==> src/rtl/bfc_pkg.sv <==
package bfc_pkg;

  typedef enum logic [1:0] {
    BK_NONE = 2'd0,
    BK_EQZ  = 2'd1,
    BK_NEZ  = 2'd2,
    BK_RSVD = 2'd3
  } br_kind_e;

  typedef enum logic [1:0] {
    POL_FREEZE = 2'd0,
    POL_PNT    = 2'd1,
    POL_DELAY  = 2'd2,
    POL_RSVD   = 2'd3
  } policy_e;

  // Sign-extend a 16-bit branch offset to 32 bits.
  function automatic logic [31:0] sext16(input logic [15:0] off);
    return {{16{off[15]}}, off};
  endfunction

  // condition outcome for a branch kind and an operand value.
  function automatic logic cond_met(input br_kind_e k, input logic [31:0] v);
    logic z;
    z = (v == '0);
    case (k)
      BK_EQZ:  return z;
      BK_NEZ:  return !z;
      default: return 1'b0;
    endcase
  endfunction

  function automatic logic is_branch_kind(input br_kind_e k);
    return (k == BK_EQZ) || (k == BK_NEZ);
  endfunction

endpackage

==> src/rtl/bfc_resolve.sv <==
module bfc_resolve
  import bfc_pkg::*;
#(
  parameter int AW   = 32,
  parameter int DW   = 32,
  parameter int OFFW = 16
) (
  input  logic [1:0]      kind_i,
  input  logic [DW-1:0]   rs_i,
  input  logic [OFFW-1:0] off_i,
  input  logic [AW-1:0]   pc_inc_i,
  output logic            is_br_o,
  output logic            taken_o,
  output logic [AW-1:0]   target_o
);
  br_kind_e kind;
  logic [31:0] rs_ext;
  logic [31:0] off_ext;
  logic [31:0] tgt_full;

  always_comb begin
    kind     = br_kind_e'(kind_i);
    rs_ext   = 32'(rs_i);
    off_ext  = sext16(16'(off_i));
    tgt_full = 32'(pc_inc_i) + off_ext;
    is_br_o  = is_branch_kind(kind);
    taken_o  = cond_met(kind, rs_ext);
    target_o = AW'(tgt_full);
  end
endmodule

==> src/rtl/bfc_mode_latch.sv <==
module bfc_mode_latch
  import bfc_pkg::*;
(
  input  logic       clk,
  input  logic       rst_n,
  input  logic [1:0] policy_i,
  output logic       freeze_o,
  output logic       pnt_o,
  output logic       delay_o
);
  policy_e pol_q;

  // the policy is captured only while reset is held.
  always_ff @(posedge clk) begin
    if (!rst_n) pol_q <= policy_e'(policy_i);
  end

  always_comb begin
    pnt_o    = (pol_q == POL_PNT);
    delay_o  = (pol_q == POL_DELAY);
    freeze_o = !(pnt_o || delay_o);
  end
endmodule

==> src/rtl/bfc_steer.sv <==
module bfc_steer #(
  parameter int AW = 32
) (
  input  logic          clk,
  input  logic          rst_n,
  input  logic          freeze_i,
  input  logic          pnt_i,
  input  logic          delay_i,
  input  logic          id_valid_i,
  input  logic          is_br_i,
  input  logic          taken_i,
  input  logic [AW-1:0] target_i,
  input  logic [AW-1:0] seq_pc_i,
  output logic [AW-1:0] next_pc_o,
  output logic          pc_we_o,
  output logic          ifid_we_o,
  output logic          squash_o,
  output logic          slot_err_o
);
  logic slot_q;
  logic br_seen;
  logic br_act;
  logic redirect;
  logic hold_pc;

  always_comb begin
    br_seen  = id_valid_i && is_br_i;
    br_act   = br_seen && !slot_q;
    redirect = br_act && taken_i;
    hold_pc  = freeze_i && br_act && !taken_i;
  end

  always_ff @(posedge clk) begin
    if (!rst_n) slot_q <= 1'b0;
    else        slot_q <= delay_i && br_act;
  end

  always_comb begin
    next_pc_o  = redirect ? target_i : seq_pc_i;
    pc_we_o    = rst_n && !hold_pc;
    ifid_we_o  = rst_n;
    squash_o   = rst_n && br_act && (freeze_i || (pnt_i && taken_i));
    slot_err_o = rst_n && slot_q && br_seen;
  end


  redirect_writes_pc_chk: assert property (@(posedge clk) disable iff (!rst_n)
    redirect |-> pc_we_o);


  delay_never_squash_chk: assert property (@(posedge clk) disable iff (!rst_n)
    delay_i |-> !squash_o);


  freeze_bubble_chk: assert property (@(posedge clk) disable iff (!rst_n)
    (freeze_i && br_seen) |-> squash_o);


  slot_err_no_redirect_chk: assert property (@(posedge clk) disable iff (!rst_n)
    slot_err_o |-> (next_pc_o == seq_pc_i && !squash_o && $past(delay_i)));


  slot_err_only_delay_chk: assert property (@(posedge clk) disable iff (!rst_n)
    !delay_i |-> !slot_err_o);


  ifid_always_chk: assert property (@(posedge clk) disable iff (!rst_n)
    ifid_we_o);
endmodule

==> src/rtl/branch_fetch_ctrl.sv <==
module branch_fetch_ctrl #(
  parameter int AW   = 32,
  parameter int DW   = 32,
  parameter int OFFW = 16
) (
  input  logic            clk,
  input  logic            rst_n,
  input  logic [1:0]      policy_i,
  input  logic            id_valid_i,
  input  logic [1:0]      br_kind_i,
  input  logic [DW-1:0]   rs_val_i,
  input  logic [OFFW-1:0] imm_i,
  input  logic [AW-1:0]   pc_inc_i,
  input  logic [AW-1:0]   fetch_pc_inc_i,
  output logic [AW-1:0]   next_pc_o,
  output logic            pc_we_o,
  output logic            ifid_we_o,
  output logic            squash_o,
  output logic            slot_err_o
);
  logic          m_freeze;
  logic          m_pnt;
  logic          m_delay;
  logic          is_br;
  logic          taken;
  logic [AW-1:0] target;

  bfc_mode_latch u_mode (
    .clk      (clk),
    .rst_n    (rst_n),
    .policy_i (policy_i),
    .freeze_o (m_freeze),
    .pnt_o    (m_pnt),
    .delay_o  (m_delay)
  );

  bfc_resolve #(.AW(AW), .DW(DW), .OFFW(OFFW)) u_resolve (
    .kind_i   (br_kind_i),
    .rs_i     (rs_val_i),
    .off_i    (imm_i),
    .pc_inc_i (pc_inc_i),
    .is_br_o  (is_br),
    .taken_o  (taken),
    .target_o (target)
  );

  bfc_steer #(.AW(AW)) u_steer (
    .clk        (clk),
    .rst_n      (rst_n),
    .freeze_i   (m_freeze),
    .pnt_i      (m_pnt),
    .delay_i    (m_delay),
    .id_valid_i (id_valid_i),
    .is_br_i    (is_br),
    .taken_i    (taken),
    .target_i   (target),
    .seq_pc_i   (fetch_pc_inc_i),
    .next_pc_o  (next_pc_o),
    .pc_we_o    (pc_we_o),
    .ifid_we_o  (ifid_we_o),
    .squash_o   (squash_o),
    .slot_err_o (slot_err_o)
  );

  // one-hot mode decode is always consistent
  mode_onehot_chk: assert property (@(posedge clk) disable iff (!rst_n)
    $countones({m_freeze, m_pnt, m_delay}) == 1);
endmodule

==> config.mk <==
export PLATFORM = sky130hd
export DESIGN_NAME = branch_fetch_ctrl
export DESIGN_NICKNAME = d
export VERILOG_FILES = /design/src/rtl/bfc_pkg.sv /design/src/rtl/bfc_resolve.sv /design/src/rtl/bfc_mode_latch.sv /design/src/rtl/bfc_steer.sv /design/src/rtl/branch_fetch_ctrl.sv
export SDC_FILE = /design/constraint.sdc
export NUM_CORES = 1
export LEC_CHECK = 0
export ABC_CLOCK_PERIOD_IN_PS = 2950
export BUFFER_PORTS_ARGS = -buffer_cell sky130_fd_sc_hd__buf_4
export CAP_MARGIN = 20
export CORE_AREA = 5 5 68 94
export DETAILED_ROUTE_END_ITERATION = 8
export DIE_AREA = 0 0 73 99
export GPL_ROUTABILITY_DRIVEN = 0
export HOLD_SLACK_MARGIN = 0.03
export PLACE_DENSITY = 0.88
export SLEW_MARGIN = 20
export SYNTH_ARGS = -nofsm -noshare
export SYNTH_HDL_FRONTEND = slang
export SYNTH_SLANG_ARGS = --single-unit
==> constraint.sdc <==
create_clock -name clk -period 2.95 [get_ports clk]
set_input_delay 0.1475 -clock clk [delete_from_list [all_inputs] [get_ports clk]]
set_output_delay 0.1475 -clock clk [all_outputs]
set_load 0.02 [all_outputs]
==> out/qor.csv <==
metric,value,unit
status,"finished, final reports clean",
postSynthCellCount,326,
power.leakage,0.00177,uW
routed_wl,8100,um
crit_type,input pin to primary output,
crit_arrival,2610,ps
ys_warn_count,0,
grt_usage,20.7,%
internal_power,459,uW
place.detailed.hpwl,6940,um
switching_share,44.7,%
worst_slew_pin_slew,477,ps
cp_max_fo,17,
grt_pass1_wl,12500,um
port_buffers,154,
numCtsBuffers,3,
synth_area_leader_cell,ha_1,
initial_core_util,41.4,%
multi_input_area,2040,um2
finalHoldViolations,0,
postCtsHoldBufs,0,
maxSlewViolCount,0,
drt_iter0_markers,66,
final_layout_size_suffix_gt1_share,37.7,%
synth_adder_area_share,20.3,%
required,2800,ps
area_delta_synth_final,54.1,%
sequentialPowerShare,5.9,%
cts.sinks,3,
p_comb_share,79.8,%
worstHoldPathType,input pin to flop,
area.sequential,80.1,um2
die_w,73,um
min_period_over_period,93.6,%
antenna_found_initial,0,
clkPwrFrac,14.3,%
synth_seq_cells,3,
path_clk_slew,30,ps
setup_viol,0,
die-area,7230,um2
synth.cell_area,2260,um2
setup-tns-final,0,ps
skew,2.42,ps
ant_nets,0,
rsz0062_at_grt,no,
nNetsFinal,626,
viasPerCell,5.59,
clkLatencyLatePin,220,ps
start_kind,input pin,
diodes,0,
power.switching,371,uW
fill_cells,479,
synth_xor_xnor_area_share,9.71,%
synth_top_area_share,19.4,%
drv_cap,0,
drt_pass1_iterations,4,
wl_per_cell,15.1,um
p_per_area,239,nW/um2
synth_mux_area_share,2.83,%
remaining_drc_errors,0,
root_buffer,clkbuf_8,
period_minus_slack,2760,ps
grt_max_degree,40,
timing.fmax,362,MHz
core_area,5450,um2
synth_top_family_by_area,compound AO/OA/AOI/OAI gates,
yosysUniqueCellTypes,58,
final_core_util,63.8,%
synth_edf_count,2,
synthSimpleGateAreaFrac,23.5,%
cts_tree,built,
grt_overflow,0,
synthFlopType,edfxtp_1,
ys_seq_area_share,3.55,%
synthArstFlopShare,0,%
std_cell_rows,32,
whs,114,ps
die_h,99,um
synth-compound-area-share,33.8,%
relSlewSlack,68.1,%
grt_pass1_vias,2885,
synthTopCellsByArea,"ha_1 (19%), o21ai_0 (8.2%), nand2_1 (8.2%), a21oi_1 (6.0%), xor2_1 (5.4%)",
syn_nets,481,
syn_area_per_cell,6.92,um2
cts_buffer_depth,2,
endpoint_kind,primary output,
cts_max_level,1,
peakVddDrop,128,uV
vias,3010,
ioPinCount,155,
-- repair_timing --
action / 4_1_cts / 5_1_grt
setup endpoints to repair: 0 / 4
gates resized for setup: 0 / 2
setup buffers: 0 / 0
-- critical path: stages --
cell      delay, ps
buf_4           190
ha_1            430
a21oi_1         250
o21ai_0         210
or3_1           400
o21ai_2         200
o31a_1          270
o21ai_0         110
a211oi_1        210
buf_4           190
-- cells in the mapped netlist, drive strengths merged, types with 2 or more instances --
cell type   n
nand2      49
o21ai      40
ha         35
a21oi      29
nor2       18
xor2       14
nand3      12
inv        11
xnor2      11
a21o       10
nor4       10
clkbuf      9
a211oi      7
a31oi       7
buf         7
and3        4
nand4       4
nor3        4
o31a        4
a41oi       3
mux2        3
mux2i       3
o21bai      3
o31ai       3
a2111oi     2
a221oi      2
edfxtp      2
o21a        2
or4         2
-- stage by stage --
stage / area [um2] / total power, uW / setup slack [ps] / std cells
after detailed placement: 3430 / 706 / 157 / 534
after global routing: 3480 / 900 / 54.9 / 538
after floorplan: 2260 / 451 / 380 / 326
after CTS: 3470 / 830 / 140 / 538
final: 3480 / 831 / 190 / 538
after global placement: 3430 / 693 / 173 / 534
-- final timing paths --
| path | from | endpoint | slack, ps | depth (start not counted) |
|---|---|---|---|---|
| max | imm_i[15] | next_pc_o[31] | 190 | 10 |
| min | policy_i[1] | u_mode.pol_q[1] | 110 | 1 |
| min reg2reg | u_steer.slot_q | u_steer.slot_q | 650 | 2 |
| max reg2reg | u_steer.slot_q | u_steer.slot_q | 1930 | 2 |
-- layer usage --
metal / share of wire [%] / GRT usage (%)
met1: 36 / 21.7
met4: 1.9 / 5.40
met2: 54 / 40.9
met5: 0 / 0
met3: 8.0 / 3.16
-- sequential cells by signal (all words and copies together), names as in the netlist --
name / cells
u_steer.slot_q: 1
u_mode.pol_q: 2
-- cells in the final DEF (no fill, tap or decap), types with 3 or more instances in the layout --
master	n
o21bai_1	3
and3_1	4
mux2i_1	3
ha_1	35
nor2_1	18
a211oi_1	5
a41oi_1	3
a31oi_1	7
o21ai_0	36
xor2_1	14
inv_1	11
nor3_1	4
clkbuf_8	3
nand4_1	4
o31ai_1	3
a21o_1	10
nand2_1	49
xnor2_1	11
nand3_1	10
o21ai_1	3
buf_4	155
mux2_2	3
o31a_1	4
nor4_1	10
a21oi_1	27
-- cell families after synthesis --
group                    count (synthesis)
XOR/XNOR                                25
adder cells (fa/ha/maj)                 36
AND/OR/NAND/NOR                        111
flip-flops                               3
buffers and inverters                   27
multiplexers                             6
AO/OA/AOI/OAI                          118
-- layout make-up --
cell class	instances	share of cell area [%]
Sequential cell	3	2.30
Inverter	11	1.19
Tap cell	68	2.45
Timing Repair Buffer	156	34.1
Multi-Input combinational cell	296	58.7
Clock buffer	4	1.30
-- power by group through the flow --
stage / Clock [uW] / Sequential [uW] / Combinational, uW
final: 119 / 49.4 / 663
after CTS: 121 / 49.2 / 660
after floorplan: 0 / 49.5 / 402
after global routing: 124 / 49.5 / 727
after global placement: 0 / 49.7 / 643
after detailed placement: 0 / 49.8 / 656
Power figures use the tool's default switching activity.
